## src/rtl/cfg_regport.sv

```systemverilog
module cfg_regport #(
  parameter int NREG = 8,
  parameter int AW   = 6,
  parameter int DW   = 8
) (
  input  logic              clk,
  input  logic              rst_n,
  input  logic              sel_i,
  input  logic              sck_rnw_i,
  input  logic              sdi_dna_i,
  input  logic              oe_n_i,
  input  logic [DW-1:0]     bus_i,
  output logic [DW-1:0]     bus_o,
  output logic              bus_oe,
  output logic              sdo_o,
  output logic              sdo_oe,
  output logic [NREG*DW-1:0] regs_o
);
  localparam int FW = AW + 2 + DW;
  localparam int CW = $clog2(FW + 2);

  logic          par_mode, sel_q, sck_q, rd_q;
  logic [AW-1:0] addr_q;
  logic [FW-1:0] sh_q;
  logic [CW-1:0] cnt_q;
  logic [DW-1:0] out_q;
  logic [DW-1:0] regs [NREG];

  wire sel_rise = sel_i & ~sel_q;
  wire sel_fall = ~sel_i & sel_q;
  wire en_rise  = ~par_mode & sel_rise;
  wire en_fall  = ~par_mode & sel_fall;
  wire stb_rise = par_mode & sel_rise;
  wire sck_rise = sck_rnw_i & ~sck_q;
  wire sck_fall = ~sck_rnw_i & sck_q;

  wire [AW-1:0] f_addr = sh_q[FW-1 -: AW];
  wire          f_rd   = sh_q[DW+1];
  wire [DW-1:0] f_data = sh_q[DW-1:0];
  wire          commit = en_fall && (cnt_q == CW'(FW));

  function automatic logic [DW-1:0] rd_val(input logic [AW-1:0] a);
    logic [DW-1:0] v;
    v = '0;
    for (int i = 0; i < NREG; i++)
      if (a == AW'(i)) v = regs[i];
    return v;
  endfunction

  logic          wr_en;
  logic [AW-1:0] wr_addr;
  logic [DW-1:0] wr_data;
  always_comb begin
    wr_en   = 1'b0;
    wr_addr = addr_q;
    wr_data = bus_i;
    if (stb_rise && sdi_dna_i && !sck_rnw_i) begin
      wr_en = 1'b1;
    end else if (commit && !f_rd) begin
      wr_en   = 1'b1;
      wr_addr = f_addr;
      wr_data = f_data;
    end
  end

  always_ff @(posedge clk) begin
    if (!rst_n) par_mode <= sel_i;
  end

  always_ff @(posedge clk) begin
    if (!rst_n) begin
      sel_q  <= sel_i;
      sck_q  <= 1'b0;
      addr_q <= '0;
      sh_q   <= '0;
      cnt_q  <= '0;
      out_q  <= '0;
      rd_q   <= 1'b0;
    end else begin
      sel_q <= sel_i;
      sck_q <= sck_rnw_i;
      if (stb_rise && !sdi_dna_i && !sck_rnw_i) addr_q <= bus_i[AW-1:0];
      if (en_rise) begin
        cnt_q <= '0;
        rd_q  <= 1'b0;
      end else if (!par_mode && sel_i && sck_rise) begin
        sh_q <= {sh_q[FW-2:0], sdi_dna_i};
        if (cnt_q <= CW'(FW)) cnt_q <= cnt_q + 1'b1;
      end
      if (commit && f_rd) begin
        out_q <= rd_val(f_addr);
        rd_q  <= 1'b1;
      end else if (rd_q && sck_fall) begin
        out_q <= {out_q[DW-2:0], 1'b0};
      end
    end
  end

  for (genvar g = 0; g < NREG; g++) begin : g_reg
    always_ff @(posedge clk) begin
      if (!rst_n) regs[g] <= '0;
      else if (wr_en && wr_addr == AW'(g)) regs[g] <= wr_data;
    end
    assign regs_o[g*DW +: DW] = regs[g];
  end

  assign bus_oe = par_mode & sck_rnw_i & ~sel_i & ~oe_n_i;
  assign bus_o  = rd_val(addr_q);
  assign sdo_o  = out_q[DW-1];
  assign sdo_oe = ~par_mode & rd_q & ~oe_n_i;

  a_r1_mode_hold: assert property (@(posedge clk) disable iff (!rst_n)
    $past(rst_n) |-> $stable(par_mode));

  a_r3_write_on_commit: assert property (@(posedge clk) disable iff (!rst_n)
    $past(rst_n) && !$stable(regs_o) |-> $past(stb_rise || en_fall));

  a_r4_count_bound: assert property (@(posedge clk) disable iff (!rst_n)
    cnt_q <= CW'(FW + 1));

  a_r5_sdo_hold: assert property (@(posedge clk) disable iff (!rst_n)
    $past(rst_n) && sdo_oe && $past(sdo_oe) && !$past(sck_fall) && !$past(en_fall)
      |-> $stable(sdo_o));

  a_r11_one_lane: assert property (@(posedge clk) disable iff (!rst_n)
    !(bus_oe && sdo_oe));
endmodule

```

## config.mk

```make
export PLATFORM = sky130hd
export DESIGN_NAME = cfg_regport
export DESIGN_NICKNAME = d
export VERILOG_FILES = /design/src/rtl/cfg_regport.sv
export SDC_FILE = /design/constraint.sdc
export NUM_CORES = 1
export LEC_CHECK = 0
export ABC_CLOCK_PERIOD_IN_PS = 3350
export BUFFER_PORTS_ARGS = -buffer_cell sky130_fd_sc_hd__buf_4
export CAP_MARGIN = 20
export CELL_PAD_IN_SITES_DETAIL_PLACEMENT = 1
export CELL_PAD_IN_SITES_GLOBAL_PLACEMENT = 1
export CORE_MARGIN = 3
export CORE_UTILIZATION = 45
export CTS_CLUSTER_SIZE = 14
export DETAILED_ROUTE_END_ITERATION = 6
export GPL_ROUTABILITY_DRIVEN = 0
export MAX_ROUTING_LAYER = met4
export PLACE_DENSITY = 0.76
export SLEW_MARGIN = 25
export SYNTH_ARGS = -nofsm -noshare
export SYNTH_HDL_FRONTEND = slang
export SYNTH_SLANG_ARGS = --single-unit
```

## constraint.sdc

```tcl
create_clock -name clk -period 3.35 [get_ports clk]
set_input_delay 0.1675 -clock clk [delete_from_list [all_inputs] [get_ports clk]]
set_output_delay 0.1675 -clock clk [all_outputs]
set_load 0.005 [all_outputs]
```

After elaboration in Yosys (flattened, before gate mapping):

Memories as Yosys holds them, arrays and structs flattened.
Index checks and enable logic that the tools add are counted.

* bits in registers: 39
* latch bits: 0
* memory bits (writable): 64
* memory bits (read-only): 0
* bits of input ports: 14
* logic and storage cells: 150
* memories: 1

* $add $sub $neg: 1
* multiply operators: 0
* divide/modulo/power cells: 0
* magnitude comparators: 1
* equal/unequal tests: 22
* shift-type cells: 0
* muxes and demuxes: 59
* bitwise operators: 28
* reduce and logical (&&, ||, !) cells: 30

Memory list
* regs: depth 8, width 8, read ports 8, clocked after memory_dff 0, write ports 8, line 27 `logic [DW-1:0] regs [NREG];`

Operator list (number)
* $mux W8: 28
* $eq A6 B3 Y1 const B: 12
* $eq A6 B2 Y1 const B: 6
* $mux W1: 29
* $eq A6 B1 Y1 const B: 3
* $logic_and A1 B1 Y1: 18
* $logic_not A6 Y1: 3
* $and A1 B1 Y1: 12
* $mux W6: 2
* $not A1 Y1: 8
* $or A1 B1 Y1: 8
* $add A5 B1 Y5 const B: 1
* $eq A5 B5 Y1 const B: 1
* $le A5 B5 Y1 const B: 1
* $logic_not A1 Y1: 4
* $reduce_and A2 Y1: 2
* $reduce_bool A2 Y1: 2
* $reduce_or A2 Y1: 1

Logic depth before layout (Yosys ltp):

* depth after elaboration: 13
* mapped depth: 8

Worst setup path before layout:

No wires, ideal clock.

* kind: reg2reg
* from: register cnt_q[0]
* to: memory regs[3][0], in the netlist regs[0][24] (enable)
* data arrival time: 2227 ps
* slack: 737 ps
* cell stages (with the launch flop): 8
* path buffers: 1
* period minus slack after synthesis: 2613 ps
* cell sequence: dfxtp_1 > inv_1 > ha_1 > or3b_1 > buf_6 > nor4_1 > a31oi_2 > o31ai_1

RTL lines
* from (decl): line 25 `logic [CW-1:0] cnt_q;`
* from (signal assigned): line 88 `if (cnt_q <= CW'(FW)) cnt_q <= cnt_q + 1'b1;`
* to (decl): line 27

==> out/qor.txt <==
Status: finished clean
GRT Total Usage: 0.306
Commonest cells after routing, fill and taps aside: buf_4, nor3_1, edfxtp_1
Clock transition at the registers of the reported paths: 0.06 ns
Ys flop type: edfxtp_1
Drt first pass iters: 5
Crit. End Element: flip-flop
Die width: 120 µm
Vias per cell: 6.61
Largest net degree at the start of global routing: 31
Core area: 0.0123 mm²
Finish-stage setup viols: 0
DP HPWL: 15.7 mm
Starting density of the core: 0.472
Top post-synthesis cells by area: edfxtp_1, dfxtp_1, mux2i_1
Worst slew pin tran: 0.989 ns
WL final: 21.4 mm
Worst Hold Class: input pin to flip-flop
Sequential fraction of the synthesis area: 0.467
Hold_sp: bus_i[5]
Final setup TNS: 0 ns
Port bufs: 88
Worst slack at placement: 0.631 ns
Lkg Pwr: 2.35 nW
Buffer depth of the longest clock path: 2
Synth top area share: 0.336
Vias in the first global route: 5242
Average size of a mapped cell: 10.5 µm²
DRC Markers: 0
Slew Limit Fails: 0
FP Rows: 40
Die area: 0.0143 mm²
Commonest non-fill, non-tap cell in the layout: buf_4
RSZ-0062 raised after global routing: no
Inserted Diodes: 0
Yosys warns: 0
Die Height: 120 µm
Clk_lat worst skew: 0.35 ns
DR iter-0 viols: 566
Crit path DAT: 2.85 ns
Critical path type: flip-flop to flip-flop
Pwr/cell area: 393 mW/mm²
Antenna violation net count after detailed routing: 0
DR vias: 5313
Global-route wire length before repair: 32.2 mm
Setup Skew: 0.00826 ns
CTS root buffer: clkbuf_16
Clock tree from TritonCTS: done
Tot Pwr: 2.73 mW
Post-route cell area: 0.00694 mm²
Post-synth EDFFs: 65
Gr ovfl total: 0
Crit path from: par_mode
Worst vdd rail ir drop: 0.294 mV
Synth unique cells: 62
Critical-path cell list: nand4bb_1 > o311ai_0 > a2bb2o_1 > nor3_1
Max Cap Viol: 0
Layout Cells excl Fill: 804
Slew headroom: 0.336
I/O pin total: 89
Area grow syn2layout: 19.5%
Cell taking the most area after synthesis: edfxtp_1
Final hold viol count: 0
H-tree depth: 3
DR WL/cell: 26.6 µm
Fin crit share: 0.829
FF-to-FF Start: par_mode
CP max FO: 16
Critical Path RT: 3.42 ns
Mapped Area: 0.00581 mm²
Initial antenna violation count: 0
Minimum clock period: 2.78 ns
CP peak stage delay: 0.68 ns
Post-CTS Setup Inserts: 0
Placed Area: 0.00664 mm²
Clk sinks: 103
Placed Cells: 787
Synth Register Bits: 103
Final nets: 647
Layout cells sized above 1: 0.255
Critical Path Source Type: flip-flop
Worst path slowest cell: a2bb2o_1
Mapped Cells: 551
CTS Buf Count: 9
Setup WS post-layout: 0.572 ns
Fmax: 0.360 GHz
Mapped Nets: 567
Post-synth ARST share: 0
[cell families after synthesis]
kind of cell,count (synthesis),share of synthesized area
and+or+nand+nor,218,0.214
AOI/OAI and AO/OA,111,0.140
DFF,103,0.467
muxes,59,0.123
buffers and inverters,55,0.0472
xor gates and xnor gates,3,0.00453
adders and majority gates,2,0.00431
[Yosys cell counts (all sizes together), types with 14 or more instances]
cell type	number
a21oi	26
a22oi	14
buf	27
clkbuf	20
dfxtp	38
edfxtp	65
mux2i	42
nand2	34
nand3	23
nor2	22
nor3	69
o21ai	15
[per-stage QoR]
step,hold slack (ns),utilization
global route,0.0828,0.564
finish,0.0770,0.564
global placement,0.330,0.540
CTS,0.0699,0.564
detailed placement,0.345,0.540
floorplan,0.195,-
[timing repair]
action / in CTS / in global routing
hold buffers: 1 / 0
hold endpoints to repair: 1 / 0
gates resized for setup: 0 / 0
[path summary, 6_finish.rpt]
check,endpoint,slack [ns],cells after the start
setup / recovery,regs[1][17],0.57,4
hold / removal,addr_q[5],0.08,3
setup reg to reg,regs[1][17],0.57,4
hold reg to reg,sh_q[9],0.47,2
[power by group]
| part | internal [mW] | switching (mW) |
|---|---|---|
| Combinational | 0.104 | 0.138 |
| Clock | 0.600 | 0.468 |
| Sequential | 1.38 | 0.0396 |
[registers in the layout, summed over array words and instances (netlist names)]
register	cells
regs	64
sh_q	16
out_q	8
addr_q	6
cnt_q	5
par_mode	1
rd_q	1
sck_q	1
sel_q	1
[worst max-delay path, delay by kind of cell (launching register included)]
kind / cells / cell delay [ns]
compound gates: 2 / 1.30
flops: 1 / 0.49
simple gates: 2 / 0.69
[per-layer routing]
metal / GRT usage / wire [µm]
met1: 0.415 / 8840
met4: 0.0888 / 504
met2: 0.470 / 10100
met5: - / 0
met3: 0.0608 / 1950
[area by class of cell]
| type | instances | area (µm²) |
|---|---|---|
| multi-input combinational | 393 | 2830 |
| sequential | 103 | 2710 |
| inverter | 8 | 30.0 |
| clock buffer | 14 | 254 |
| clock inverter | 2 | 33.8 |
| timing repair buffer | 116 | 873 |
| tap | 168 | 210 |
| fill | 1384 | 5370 |
Power figures use the tool's default switching activity.
